## src/rtl/irq_latch_pkg.sv

```systemverilog
package irq_latch_pkg;

   typedef enum logic {
      TRIG_EDGE  = 1'b0,
      TRIG_LEVEL = 1'b1
   } trig_e;

   // Next state of one request bit. A fresh edge takes precedence over an
   // acknowledge that lands on the same clock edge.
   function automatic logic next_req(trig_e mode, logic cur, logic lvl,
                                     logic last_lvl, logic ack_hit);
      logic rise;
      rise = lvl & ~last_lvl;
      if (mode == TRIG_LEVEL) return lvl;
      if (rise) return 1'b1;
      if (ack_hit) return 1'b0;
      return cur;
   endfunction

endpackage

```

## src/rtl/irq_mode_reg.sv

```systemverilog
module irq_mode_reg #(
   parameter int unsigned   NUM_LINES = 8,
   parameter logic [NUM_LINES-1:0] WMASK = '1
) (
   input  logic                 clk,
   input  logic                 rst_n,
   input  logic                 wr_en,
   input  logic [NUM_LINES-1:0] wr_data,
   output logic [NUM_LINES-1:0] mode_q
);
   for (genvar i = 0; i < NUM_LINES; i++) begin : g_bit
      if (WMASK[i]) begin : g_rw
         logic bit_q;
         always_ff @(posedge clk or negedge rst_n) begin
            if (!rst_n)     bit_q <= 1'b0;
            else if (wr_en) bit_q <= wr_data[i];
         end
         assign mode_q[i] = bit_q;
      end else begin : g_fixed
         assign mode_q[i] = 1'b0;
      end
   end
endmodule

```

## src/rtl/irq_ack_dec.sv

```systemverilog
module irq_ack_dec #(
   parameter int unsigned NUM_LINES = 8,
   parameter int unsigned IDX_W     = 3
) (
   input  logic                 ack_valid,
   input  logic [IDX_W-1:0]     ack_idx,
   output logic [NUM_LINES-1:0] ack_vec
);
   for (genvar i = 0; i < NUM_LINES; i++) begin : g_dec
      assign ack_vec[i] = ack_valid && (ack_idx == IDX_W'(i));
   end
endmodule

```

## src/rtl/irq_line_cell.sv

```systemverilog
module irq_line_cell
   import irq_latch_pkg::*;
(
   input  logic clk,
   input  logic rst_n,
   input  logic level_mode,
   input  logic lvl_in,
   input  logic ack_hit,
   output logic req_q
);
   logic  last_q;
   trig_e mode;

   assign mode = level_mode ? TRIG_LEVEL : TRIG_EDGE;

   always_ff @(posedge clk or negedge rst_n) begin
      if (!rst_n) begin
         req_q  <= 1'b0;
         last_q <= 1'b0;
      end else begin
         req_q  <= next_req(mode, req_q, lvl_in, last_q, ack_hit);
         last_q <= lvl_in;
      end
   end
endmodule

```

## src/rtl/irq_req_latch.sv

```systemverilog
module irq_req_latch #(
   parameter int unsigned NUM_LINES  = 8,
   parameter logic [NUM_LINES-1:0] MODE_WMASK = 8'hFB,
   localparam int unsigned IDX_W = (NUM_LINES > 1) ? $clog2(NUM_LINES) : 1
) (
   input  logic                 clk,
   input  logic                 rst_n,
   input  logic [NUM_LINES-1:0] req_in,
   input  logic                 mode_we,
   input  logic [NUM_LINES-1:0] mode_wdata,
   input  logic                 ack_valid,
   input  logic [IDX_W-1:0]     ack_idx,
   output logic [NUM_LINES-1:0] pending,
   output logic [NUM_LINES-1:0] trig_mode
);
   if (NUM_LINES < 1 || NUM_LINES > 64) begin : g_bad_lines
      $error("irq_req_latch: NUM_LINES must be 1..64");
   end

   logic [NUM_LINES-1:0] ack_vec;

   irq_mode_reg #(.NUM_LINES(NUM_LINES), .WMASK(MODE_WMASK)) u_mode (
      .clk(clk), .rst_n(rst_n), .wr_en(mode_we), .wr_data(mode_wdata),
      .mode_q(trig_mode)
   );

   irq_ack_dec #(.NUM_LINES(NUM_LINES), .IDX_W(IDX_W)) u_ack (
      .ack_valid(ack_valid), .ack_idx(ack_idx), .ack_vec(ack_vec)
   );

   for (genvar i = 0; i < NUM_LINES; i++) begin : g_line
      irq_line_cell u_cell (
         .clk(clk), .rst_n(rst_n), .level_mode(trig_mode[i]),
         .lvl_in(req_in[i]), .ack_hit(ack_vec[i]), .req_q(pending[i])
      );
   end
endmodule

```

## config.mk

```make
export PLATFORM = sky130hd
export DESIGN_NAME = irq_req_latch
export DESIGN_NICKNAME = d
export VERILOG_FILES = /design/src/rtl/irq_latch_pkg.sv /design/src/rtl/irq_mode_reg.sv /design/src/rtl/irq_ack_dec.sv /design/src/rtl/irq_line_cell.sv /design/src/rtl/irq_req_latch.sv
export SDC_FILE = /design/constraint.sdc
export NUM_CORES = 1
export LEC_CHECK = 0
export CAP_MARGIN = 20
export CORE_ASPECT_RATIO = 1.75
export CORE_MARGIN = 8
export CORE_UTILIZATION = 25
export DETAILED_ROUTE_END_ITERATION = 6
export SYNTH_ARGS = -nofsm -noshare
export SYNTH_HDL_FRONTEND = slang
export SYNTH_SLANG_ARGS = --single-unit
export TNS_END_PERCENT = 50
```

## constraint.sdc

```tcl
create_clock -name clk -period 0.86 [get_ports clk]
set_input_delay 0.215 -clock clk [delete_from_list [all_inputs] [get_ports clk]]
set_output_delay 0.215 -clock clk [all_outputs]
set_load 0.05 [all_outputs]
```

# After elaboration in Yosys (flattened, before gate mapping)
# Index checks and enable logic that the tools add are counted.
# classes
n_eq_ne,7
n_mux,98
bitwise_logic,16
reduce_logical,17
# op_table
cell,n
$mux W1,98
$reduce_bool A3 Y1,7
$eq A3 B3 Y1 const B,4
$and A1 B1 Y1,8
$logic_and A1 B1 Y1,8
$not A1 Y1,8
$eq A3 B2 Y1 const B,2
$eq A3 B1 Y1 const B,1
$logic_not A3 Y1,1
$reduce_bool A2 Y1,1
# word_totals
regBits,23
output_inout_bits,16
wordCells,161

# Depth between registers and ports, before layout
# Gate-level depths: netlist (run 1).
# depth
depth_word,9
depth_mapped,3
mapped_depth_nobuf,2

# Modules after synthesis
# From an unflattened synthesis (run 1), not the netlist that was laid out.
# unflattened
hier_cells,72
hier_area_um2,1002.2
# modules_own_cells
mod,n_inst,cells_each,area_each_um2
irq_line_cell,8,5,68.8
irq_mode_reg,1,24,355.3
irq_ack_dec,1,8,96.3

# Worst setup path before layout (run 1)
# Ideal clock, no wire load.
# synth_timing
kind,input port to flip-flop
from,input port ack_idx[2]
to,register g_line[0].u_cell.req_q
setup_ns,0.122
arrival_ns,0.971
setup_slack_ns,-0.232
cell_stages,2
cell_sequence,or4b_1 a32o_1
# synth_via
elab_chain_cells,6
word_cells_on_any_way,10
# synth_rtl
element,line,text
start: declaration,irq_req_latch.sv:12,"input logic [IDX_W-1:0] ack_idx,"
$logic_not A3 Y1 *,irq_ack_dec.sv:10,assign ack_vec[i] = ack_valid && (ack_idx == IDX_W'(i));
$logic_and A1 B1 Y1 *,irq_ack_dec.sv:10,
$mux W1,irq_latch_pkg.sv:16,if (ack_hit) return 1'b0;
"$mux W1, on equally long branches","irq_latch_pkg.sv:16, irq_latch_pkg.sv:17",
"$mux W1, on equally long branches","irq_latch_pkg.sv:15, irq_latch_pkg.sv:16",
$reduce_bool A3 Y1 (no source line) or $mux W1 (tied branches),-,
end signal: assignment,irq_line_cell.sv:21,"req_q <= next_req(mode, req_q, lvl_in, last_q, ack_hit);"
end: declaration,irq_line_cell.sv:9,output logic req_q
# Every way passes the cells marked *; elsewhere a longest branch is shown, timed or not. The select of a mux whose other input is x is not followed.
# A chain may end at the register's enable or synchronous reset.

# Final worst setup path (run 1)
# layout_timing
from,register u_mode.g_bit[0].g_rw.bit_q
to,output port trig_mode[0]
# layout_lines
element,line,text
start: declaration,irq_mode_reg.sv:13,logic bit_q;
start signal: assignment,irq_mode_reg.sv:16,else if (wr_en) bit_q <= wr_data[i];
end: declaration,irq_req_latch.sv:14,output logic [NUM_LINES-1:0] trig_mode
# No word-level cell between the ends.

==> qor.txt, run 1 <==
======================================================================================
Outcome ................................................................. complete, but fails checks
Violated checks ......................................................... setup timing
Clock tree from TritonCTS ...............................................          yes
# placed instances ......................................................          163
Post-detailed-route count of antenna-violating nets .....................            0
Vias post-DR ............................................................          752
Max-slew violation count ................................................            0
Proportion of netlist area held by the largest area contributor .........        57.8%
Reg-to-reg setup timing slack ...........................................     -0.22 ns
Cell type with the highest aggregate area in the netlist ................ sky130_fd_sc_hd__dfrtp_1
Clock slew at reported path FFs .........................................      0.08 ns
Port Buf Inserts ........................................................           36
Post-synthesis compound-gate area fraction ..............................        11.2%
Placeable core region ...................................................  0.00387 mm2
Most common cell in the synthesized netlist ............................. sky130_fd_sc_hd__dfrtp_1
Number of CTS-inserted buffers ..........................................            3
Arrival time of the worst setup path ....................................      0.91 ns
Total DRC errors in the routed layout ...................................            0
Leak ....................................................................  0.000747 uW
Most frequently used flop master after synthesis ........................ sky130_fd_sc_hd__dfrtp_1
Floorplan row count .....................................................           30
Antenna Diode Count .....................................................            0
RePlAce Congestion ......................................................        0.655
Via-to-Cell Ratio .......................................................         4.35
Chip Height .............................................................      99.5 um
Type of element capturing the critical path .............................  output port
IO Pins .................................................................           39
Synth area leaders ...................................................... sky130_fd_sc_hd__dfrtp_1 (58%), sky130_fd_sc_hd__buf_4 (12%), sky130_fd_sc_hd__a32o_1 (7.0%), sky130_fd_sc_hd__nand2b_1 (4.4%), sky130_fd_sc_hd__o21ai_0 (3.5%)
DR WL/cell ..............................................................      14.9 um
Global-route wire length before repair ..................................      4250 um
Pin count of the biggest net entering global routing ....................           24
Source of the worst register-to-register timing path .................... u_mode.g_bit[0].g_rw.bit_q
Largest vdd supply drop .................................................      1.08 mV
Count of mapped cells out of synthesis ..................................           87
Power per unit of standard cell area ....................................  1790 mW/mm2
Area overhead of the layout relative to synthesis .......................        66.0%
Total count of hold-check failures in the final report ..................            0
DP HPWL .................................................................      2060 um
Die W ...................................................................      63.7 um
CP required .............................................................      0.64 ns
Launching instance or port of the critical path ......................... u_mode.g_bit[0].g_rw.bit_q
Part of the Yosys area used for sequential elements .....................        57.8%
Number of distinct standard cells referenced by the synthesized netlist .           15
Tcrit/Tclk final ........................................................         131%
Antenna violations before repair ........................................            0
Fraction of synthesized area in multiplexers ............................           0%
Startpoint type of the worst setup path .................................    flip-flop
Total number of clock tree sinks ........................................           23
Largest family of logic cells by synthesized area ....................... buffers and inverters
Final non-filler cell total .............................................          173
RSZ-0062 raised after global routing ....................................          yes
Kind of critical path ................................................... flip-flop to output port
Total number of nets in the final design ................................          149
Delay of the slowest cell on the worst path .............................      0.39 ns
Count of hold-fix buffers inserted at cts ...............................            0
Filler cell count in the final layout ...................................          381
Bufs on Longest Clock Path ..............................................            2
Number of global-route vias before repair ...............................          878
Share of post-route cells with drive strength above 1 ...................        33.6%
Drt pass-1 iters ........................................................            4
Overall overflow remaining after global route ...........................            0
Mean instance size in the synthesized netlist ...........................     11.4 um2
Fraction of registers with async set/reset ..............................         100%
Final sum of negative setup slack .......................................     -3.77 ns
Critical path's slowest cell ............................................ sky130_fd_sc_hd__dfrtp_1
Die Footprint ...........................................................  0.00634 mm2
Adder-cell share of the synthesized area ................................           0%
Worst Slack Setup Final .................................................    -0.267 ns
Final setup viols .......................................................           23
Clock Latency Late Sink .................................................      0.26 ns
Critical path cell sequence ............................................. buf_6 -> buf_12
Initial core utilization ................................................        25.8%
Post-Route Hold Slack ...................................................     0.296 ns
Fin crit period .........................................................      1.13 ns
Maximum net fanout on the critical path .................................            2
Flop and latch count out of synthesis ...................................           23
Overall Global Routing Usage ............................................        8.45%
Count of flip-flops with a built-in enable after synthesis ..............            0
Peak Freq ...............................................................      887 MHz
Starting DRT DRC Count ..................................................            9
Top cells by count, synth ............................................... sky130_fd_sc_hd__dfrtp_1 (23), sky130_fd_sc_hd__buf_4 (16), sky130_fd_sc_hd__inv_1 (9)
Drt total wl ............................................................      2580 um
Max cap viols ...........................................................            0
Xor-xnor portion of the synthesized cell area ...........................           0%
Mapped Nets .............................................................          110
Area fraction in and, or, nand and nor cells after synthesis ............        14.8%
Root buffer selected by CTS ............................................. sky130_fd_sc_hd__clkbuf_8
Cell Area, Synth ........................................................      996 um2
Yosys synthesis warning count ...........................................            0
Kind of path behind the tightest hold check ............................. input pin to asynchronous set/reset pin
# H-tree levels .........................................................            1
Layout Skew .............................................................  0.000257 ns
======================================================================================
-- repair_timing --
| item | in CTS | in global routing |
|---|---|---|
| gates resized for setup | 17 | 8 |
| setup buffers | 5 | 1 |
| pin swaps | 7 | 0 |
| endpoints found under the setup margin | 23 | 26 |
-- layer usage --
layer / vias up / wire (um) / track usage (%)
li1: 356 / - / -
met1: 366 / 1040 / 9.54
met2: 26 / 1400 / 14.6
met3: 4 / 99 / 1.91
met4: 0 / 38 / 3.80
met5: - / 0 / 0
-- final timing paths --
check	to	cells after the start
max in group asynchronous	g_line[2].u_cell.last_q	2
worst min-delay path	g_line[1].u_cell.last_q	2
min in group clk	g_line[0].u_cell.req_q	3
worst max register to register	g_line[0].u_cell.req_q	4
worst max-delay path	trig_mode[0]	2
worst min register to register	g_line[2].u_cell.req_q	1
-- kinds of logic after synthesis --
family,after synthesis
simple gates,22
buf+inv,26
compound gates,15
other cells,1
flops,23
-- report_power, final --
group	total, uW	internal [uW]	switching [uW]
combinational	1010	542	471
clock	663	330	333
sequential	1280	1180	101
-- sequential cells by signal, summed over array words and instances (netlist names) --
| signal | count |
|---|---|
| g_line.u_cell.last_q | 8 |
| g_line.u_cell.req_q | 8 |
| u_mode.g_bit.g_rw.bit_q | 7 |
-- worst max-delay path, delay by kind of cell (launching register included) --
family,cells,cell delay [ns]
flip-flops,1,0.39
buffers and inverters,2,0.25
-- cells in the final DEF, fill, tap and decap left out --
master / n
sky130_fd_sc_hd__or4b_1: 1
sky130_fd_sc_hd__nand4_1: 1
sky130_fd_sc_hd__and4bb_2: 1
sky130_fd_sc_hd__nand2_1: 7
sky130_fd_sc_hd__clkdlybuf4s50_1: 16
sky130_fd_sc_hd__clkbuf_1: 1
sky130_fd_sc_hd__buf_4: 9
sky130_fd_sc_hd__nand4b_1: 3
sky130_fd_sc_hd__inv_2: 2
sky130_fd_sc_hd__dlygate4sd2_1: 1
sky130_fd_sc_hd__buf_12: 16
sky130_fd_sc_hd__nand2b_1: 3
sky130_fd_sc_hd__nand2b_4: 4
sky130_fd_sc_hd__clkdlybuf4s15_1: 1
sky130_fd_sc_hd__o21ai_1: 3
sky130_fd_sc_hd__buf_6: 5
sky130_fd_sc_hd__o22ai_1: 1
sky130_fd_sc_hd__inv_1: 7
sky130_fd_sc_hd__a32o_1: 7
sky130_fd_sc_hd__buf_2: 2
sky130_fd_sc_hd__conb_1: 1
sky130_fd_sc_hd__dlymetal6s2s_1: 1
sky130_fd_sc_hd__clkbuf_8: 3
sky130_fd_sc_hd__nand4bb_1: 2
sky130_fd_sc_hd__dfrtp_1: 23
sky130_fd_sc_hd__o21ai_0: 4
-- stage by stage --
stage	instance area (um2)	power, uW	utilization (%)	worst slack [ns]
after global placement	1520	2220	39.4	-0.640
after floorplan	996	1770	-	-0.195
after detailed placement	1520	2250	39.4	-0.634
after CTS	1630	2970	42.1	-0.279
after global routing	1650	3090	42.8	-0.305
final	1650	2960	42.8	-0.267
-- final cells by class --
class | count | area [um2] | share of cell area, %
clock buffer | 4 | 45.0 | 2.73
inverter | 9 | 33.8 | 2.04
timing repair buffer | 51 | 646 | 39.1
tap | 48 | 60.1 | 3.63
sequential | 23 | 576 | 34.8
multi-input combinational | 38 | 293 | 17.7
Note: power is estimated with default switching activity, not from simulation.
==> inputs of run 2 (changes only) <==
DONT_BUFFER_PORTS = 1   (was default)
SLEW_MARGIN = 20   (was default)
==> qor.txt, run 2 (synthesized netlist as in run 1, its figures left out) <==
=====================================================================================
Crit-path leading delay family .........................................   flip-flops
Share of post-route cells with drive strength above 1 ..................        30.8%
Antenna violations before repair .......................................            0
Part of the power in registers .........................................        45.8%
Port Buf Inserts .......................................................            0
Post-Route Hold Slack ..................................................    0.0344 ns
Most frequent standard cell in the layout excluding fill and tap cells . sky130_fd_sc_hd__dfrtp_1
Critical path cell sequence ............................................       buf_12
RePlAce Congestion .....................................................        0.630
Power per unit of standard cell area ...................................  1940 mW/mm2
Leak ...................................................................  0.000642 uW
Tcrit/Tclk final .......................................................         125%
IO Pins ................................................................           39
RSZ-0062 raised after global routing ...................................          yes
Clock Latency Late Sink ................................................      0.26 ns
Overall overflow remaining after global route ..........................            0
Arrival time of the worst setup path ...................................      0.86 ns
Overall Global Routing Usage ...........................................        7.90%
Via-to-Cell Ratio ......................................................         4.28
Final sum of negative setup slack ......................................     -3.44 ns
Total DRC errors in the routed layout ..................................            0
Switching part of the total ............................................        30.6%
DR WL/cell .............................................................      15.9 um
Clock slew at reported path FFs ........................................      0.08 ns
Fin crit period ........................................................      1.08 ns
Drt pass-1 iters .......................................................            3
Number of global-route vias before repair ..............................          775
Final setup viols ......................................................           21
Internal power .........................................................      1920 uW
Total number of clock tree sinks .......................................           23
Layout Skew ............................................................   0.00112 ns
Initial core utilization ...............................................        25.8%
Total count of hold-check failures in the final report .................            0
Pin count of the biggest net entering global routing ...................           24
CP required ............................................................      0.64 ns
Maximum net fanout on the critical path ................................            2
Number of CTS-inserted buffers .........................................            3
Combinational share of power ...........................................        30.4%
Die W ..................................................................      63.7 um
Violated checks ........................................................ setup timing
Critical path's slowest cell ........................................... sky130_fd_sc_hd__dfrtp_1
Floorplan row count ....................................................           30
Die Footprint ..........................................................  0.00634 mm2
Root buffer selected by CTS ............................................ sky130_fd_sc_hd__clkbuf_8
Largest regs ........................................................... g_line.u_cell.last_q (8), g_line.u_cell.req_q (8), u_mode.g_bit.g_rw.bit_q (7)
Setup slack at placement ...............................................    -0.217 ns
Starting DRT DRC Count .................................................           21
Area overhead of the layout relative to synthesis ......................        43.3%
Kind of path behind the tightest hold check ............................ input pin to flip-flop
Switching power ........................................................       847 uW
# H-tree levels ........................................................            1
Clock tree from TritonCTS ..............................................          yes
Antenna Diode Count ....................................................            0
Vias post-DR ...........................................................          663
Kind of critical path .................................................. flip-flop to output port
Post-detailed-route count of antenna-violating nets ....................            0
Worst Slack Setup Final ................................................    -0.217 ns
Global-route wire length before repair .................................      3860 um
Placeable core region ..................................................  0.00387 mm2
Delay of the slowest cell on the worst path ............................      0.43 ns
Largest vdd supply drop ................................................      1.03 mV
CP bufs+invs ...........................................................            1
Highest-count cells in the layout ignoring fill and taps ............... sky130_fd_sc_hd__dfrtp_1 (23), sky130_fd_sc_hd__inv_1 (9), sky130_fd_sc_hd__dlygate4sd3_1 (9), sky130_fd_sc_hd__buf_12 (9), sky130_fd_sc_hd__buf_6 (8)
Max-slew violation count ...............................................            0
Chip Height ............................................................      99.5 um
Total number of nets in the final design ...............................          131
DP HPWL ................................................................      1860 um
Drt total wl ...........................................................      2470 um
Type of element capturing the critical path ............................  output port
Max cap viols ..........................................................            0
Clock power share ......................................................        23.8%
Peak Freq ..............................................................      929 MHz
Startpoint type of the worst setup path ................................    flip-flop
Outcome ................................................................ complete, but fails checks
Bufs on Longest Clock Path .............................................            2
=====================================================================================
-- run 2: changes by cell type in the layout (fill, tap and decap cells not counted), moves of 2 or more --
cell,change
sky130_fd_sc_hd__buf_12,-7
sky130_fd_sc_hd__buf_2,-2
sky130_fd_sc_hd__buf_4,-2
sky130_fd_sc_hd__buf_6,+3
sky130_fd_sc_hd__clkdlybuf4s50_1,-16
sky130_fd_sc_hd__dlygate4sd3_1,+9
sky130_fd_sc_hd__inv_1,+2
sky130_fd_sc_hd__inv_2,-2
sky130_fd_sc_hd__o21ai_0,+2
sky130_fd_sc_hd__o21ai_1,-2
-- run 2: worst paths after layout --
path / start / to / slack [ns] / cells after the start
setup / recovery: g_line[0].u_cell.req_q / pending[0] / -0.22 / 1
hold / removal: mode_we / u_mode.g_bit[4].g_rw.bit_q / 0.03 / 1
setup reg to reg: u_mode.g_bit[4].g_rw.bit_q / g_line[4].u_cell.req_q / -0.12 / 3
hold reg to reg: g_line[2].u_cell.last_q / g_line[2].u_cell.req_q / 0.44 / 1
max in group asynchronous: rst_n / g_line[0].u_cell.req_q / 0.35 / 2
min in group asynchronous: rst_n / u_mode.g_bit[0].g_rw.bit_q / 0.38 / 2
-- run 2: layer usage --
metal  vias up  global-route usage [%]  wire length (um)
met5         -                       0                 0
met4         0                    3.63                42
met3         5                    3.15               176
met2        25                    13.3              1300
met1       315                    8.32               951
li1        318                       -                 -
-- run 2: through the flow --
stage / power (uW) / util [%] / instance area [um2] / std cells
CTS: 2740 / 35.1 / 1360 / 150
global placement: 1950 / 29.6 / 1140 / 133
detailed placement: 1970 / 29.6 / 1140 / 133
global route: 2890 / 36.9 / 1430 / 155
finish: 2770 / 36.9 / 1430 / 155
floorplan: 1770 / - / 996 / 87
-- run 2: cell type report --
cell class	instances	area [um2]
multi-input combinational	38	300
inverter	9	33.8
timing repair buffer	33	413
clock buffer	4	45.0
tap	48	60.1
sequential	23	576
fill	374	2440
-- run 2: what timing repair did --
action / CTS / global route
setup endpoints to repair: 16 / 23
hold buffers: 8 / 2
resized for setup: 10 / 4
hold endpoints to repair: 31 / 23
buffers inserted: 5 / 3
-- run 2: power by group through the flow --
stage / combinational, uW / clock [uW] / sequential, uW
after floorplan: 529 / 0 / 1240
after global placement: 672 / 0 / 1280
after detailed placement: 681 / 0 / 1280
after CTS: 778 / 689 / 1270
after global routing: 883 / 730 / 1280
final: 842 / 660 / 1270
==> inputs of run 3 (changes only) <==
CORE_ASPECT_RATIO = default   (was 1.75)
==> qor.txt, run 3 (synthesized netlist as in run 1, its figures left out) <==
=====================================================================================
Critical path cell sequence ............................................       buf_12
Share of post-route cells with drive strength above 1 ..................        32.7%
Area overhead of the layout relative to synthesis ......................        44.8%
Overall Global Routing Usage ...........................................        7.82%
DP HPWL ................................................................      1760 um
Most frequent standard cell in the layout excluding fill and tap cells . sky130_fd_sc_hd__dfrtp_1
Starting DRT DRC Count .................................................            7
CP bufs+invs ...........................................................            1
Highest-count cells in the layout ignoring fill and taps ............... sky130_fd_sc_hd__dfrtp_1 (23), sky130_fd_sc_hd__buf_4 (11), sky130_fd_sc_hd__inv_1 (9), sky130_fd_sc_hd__dlygate4sd3_1 (9), sky130_fd_sc_hd__buf_12 (9)
Max cap viols ..........................................................            0
Die Footprint ..........................................................  0.00626 mm2
Type of element capturing the critical path ............................  output port
Initial core utilization ...............................................        25.4%
Antenna violations before repair .......................................            0
Crit-path leading delay family .........................................   flip-flops
Clock slew at reported path FFs ........................................      0.08 ns
Drt total wl ...........................................................      2370 um
DR WL/cell .............................................................      14.8 um
Kind of critical path .................................................. flip-flop to output port
Via-to-Cell Ratio ......................................................         4.21
Delay of the slowest cell on the worst path ............................      0.42 ns
Leak ...................................................................  0.000653 uW
Fin crit period ........................................................      1.06 ns
Arrival time of the worst setup path ...................................      0.84 ns
Antenna Diode Count ....................................................            0
RePlAce Congestion .....................................................        0.694
CP required ............................................................      0.64 ns
Final setup viols ......................................................           21
# placed instances .....................................................          135
Pin count of the biggest net entering global routing ...................           24
IO Pins ................................................................           39
Max-slew violation count ...............................................            0
Chip Height ............................................................      79.1 um
Filler cell count in the final layout ..................................          412
Peak Freq ..............................................................      946 MHz
Critical path's slowest cell ........................................... sky130_fd_sc_hd__dfrtp_1
Startpoint type of the worst setup path ................................    flip-flop
Outcome ................................................................ complete, but fails checks
Die W ..................................................................      79.1 um
RSZ-0062 raised after global routing ...................................          yes
Total DRC errors in the routed layout ..................................            0
Port Buf Inserts .......................................................            0
Clock tree from TritonCTS ..............................................          yes
# H-tree levels ........................................................            1
Post-detailed-route count of antenna-violating nets ....................            0
Placeable core region ..................................................  0.00391 mm2
Power per unit of standard cell area ...................................  1920 mW/mm2
Drt pass-1 iters .......................................................            4
Kind of path behind the tightest hold check ............................ input pin to flip-flop
Layout Skew ............................................................   0.00166 ns
Worst Slack Setup Final ................................................    -0.197 ns
Placement Cell Area ....................................................  0.00115 mm2
Vias post-DR ...........................................................          674
Floorplan row count ....................................................           23
Bufs on Longest Clock Path .............................................            2
Global-route wire length before repair .................................      3840 um
Total number of nets in the final design ...............................          134
Total number of clock tree sinks .......................................           23
Largest regs ........................................................... g_line.u_cell.last_q (8), g_line.u_cell.req_q (8), u_mode.g_bit.g_rw.bit_q (7)
Number of CTS-inserted buffers .........................................            3
Root buffer selected by CTS ............................................ sky130_fd_sc_hd__clkbuf_8
Overall overflow remaining after global route ..........................            0
Violated checks ........................................................ setup timing
Share of the core filled with cells in the final layout ................        36.9%
Clock Latency Late Sink ................................................      0.26 ns
Tcrit/Tclk final .......................................................         123%
Number of global-route vias before repair ..............................          753
Total count of hold-check failures in the final report .................            0
Final non-filler cell total ............................................          160
Maximum net fanout on the critical path ................................            2
Post-route cell area ...................................................  0.00144 mm2
Largest vdd supply drop ................................................     0.537 mV
=====================================================================================
## run 3: cell types whose count changed in the layout (fill, tap and decap cells not counted)
cell,delta
sky130_fd_sc_hd__buf_4,+4
sky130_fd_sc_hd__buf_6,-1
sky130_fd_sc_hd__clkbuf_1,-1
sky130_fd_sc_hd__clkinv_2,+1
sky130_fd_sc_hd__nand2b_1,+1
sky130_fd_sc_hd__nand2b_4,-1
## run 3: routing by layer
layer	share of wire [%]	track usage [%]	wire, um	up-vias
li1	-	-	-	327
met1	40	8.70	955	320
met2	48	12.7	1150	23
met3	11	3.84	249	4
met4	0.84	2.78	20	0
met5	0	0	0	-
## run 3: path summary, 6_finish.rpt
path,startpoint,end,slack [ns],cells past startpoint
worst max-delay path,g_line[0].u_cell.req_q,pending[0],-0.20,1
worst min-delay path,mode_we,u_mode.g_bit[7].g_rw.bit_q,0.04,1
worst max register to register,u_mode.g_bit[3].g_rw.bit_q,g_line[3].u_cell.req_q,-0.14,3
worst min register to register,g_line[2].u_cell.last_q,g_line[2].u_cell.req_q,0.45,1
max in group asynchronous,rst_n,g_line[6].u_cell.req_q,0.34,2
min in group asynchronous,rst_n,u_mode.g_bit[4].g_rw.bit_q,0.38,2
## run 3: cell type report
| class | count | area [um2] | share of cell area [%] |
|---|---|---|---|
| clock buffer | 3 | 41.3 | 2.86 |
| clock inverter | 1 | 5.00 | 0.347 |
| inverter | 9 | 33.8 | 2.34 |
| multi-input combinational | 38 | 293 | 20.3 |
| sequential | 23 | 576 | 39.9 |
| tap | 50 | 62.6 | 4.34 |
| timing repair buffer | 36 | 432 | 29.9 |
## run 3: through the flow
stage | worst slack (ns) | TNS [ns] | hold slack, ns | total power (uW)
2_1_floorplan | -0.195 | -0.195 | -0.0806 | 1770
3_3_place_gp | -0.205 | -0.205 | -0.0796 | 1940
3_5_place_dp | -0.222 | -0.222 | -0.0795 | 1960
4_1_cts | -0.209 | -3.42 | -0.369 | 2720
5_1_grt | -0.243 | -4.09 | 0.0265 | 2910
6_report | -0.197 | -3.34 | 0.0404 | 2770
## run 3: where the power goes
| group | switching (uW) | internal [uW] | total [uW] | leakage [uW] |
|---|---|---|---|---|
| Sequential | 84.4 | 1180 | 1260 | 0.000268 |
| Clock | 333 | 323 | 656 | 0.0000255 |
| Combinational | 422 | 430 | 852 | 0.000360 |
| Total | 840 | 1930 | 2770 | 0.000653 |
## run 3: what timing repair did
item                       CTS  global route
gates resized for setup      9             3
setup buffers                4             7
setup endpoints to repair   16            23
hold endpoints to repair    31            23
hold buffers                 8             2
pin swaps                    0             1
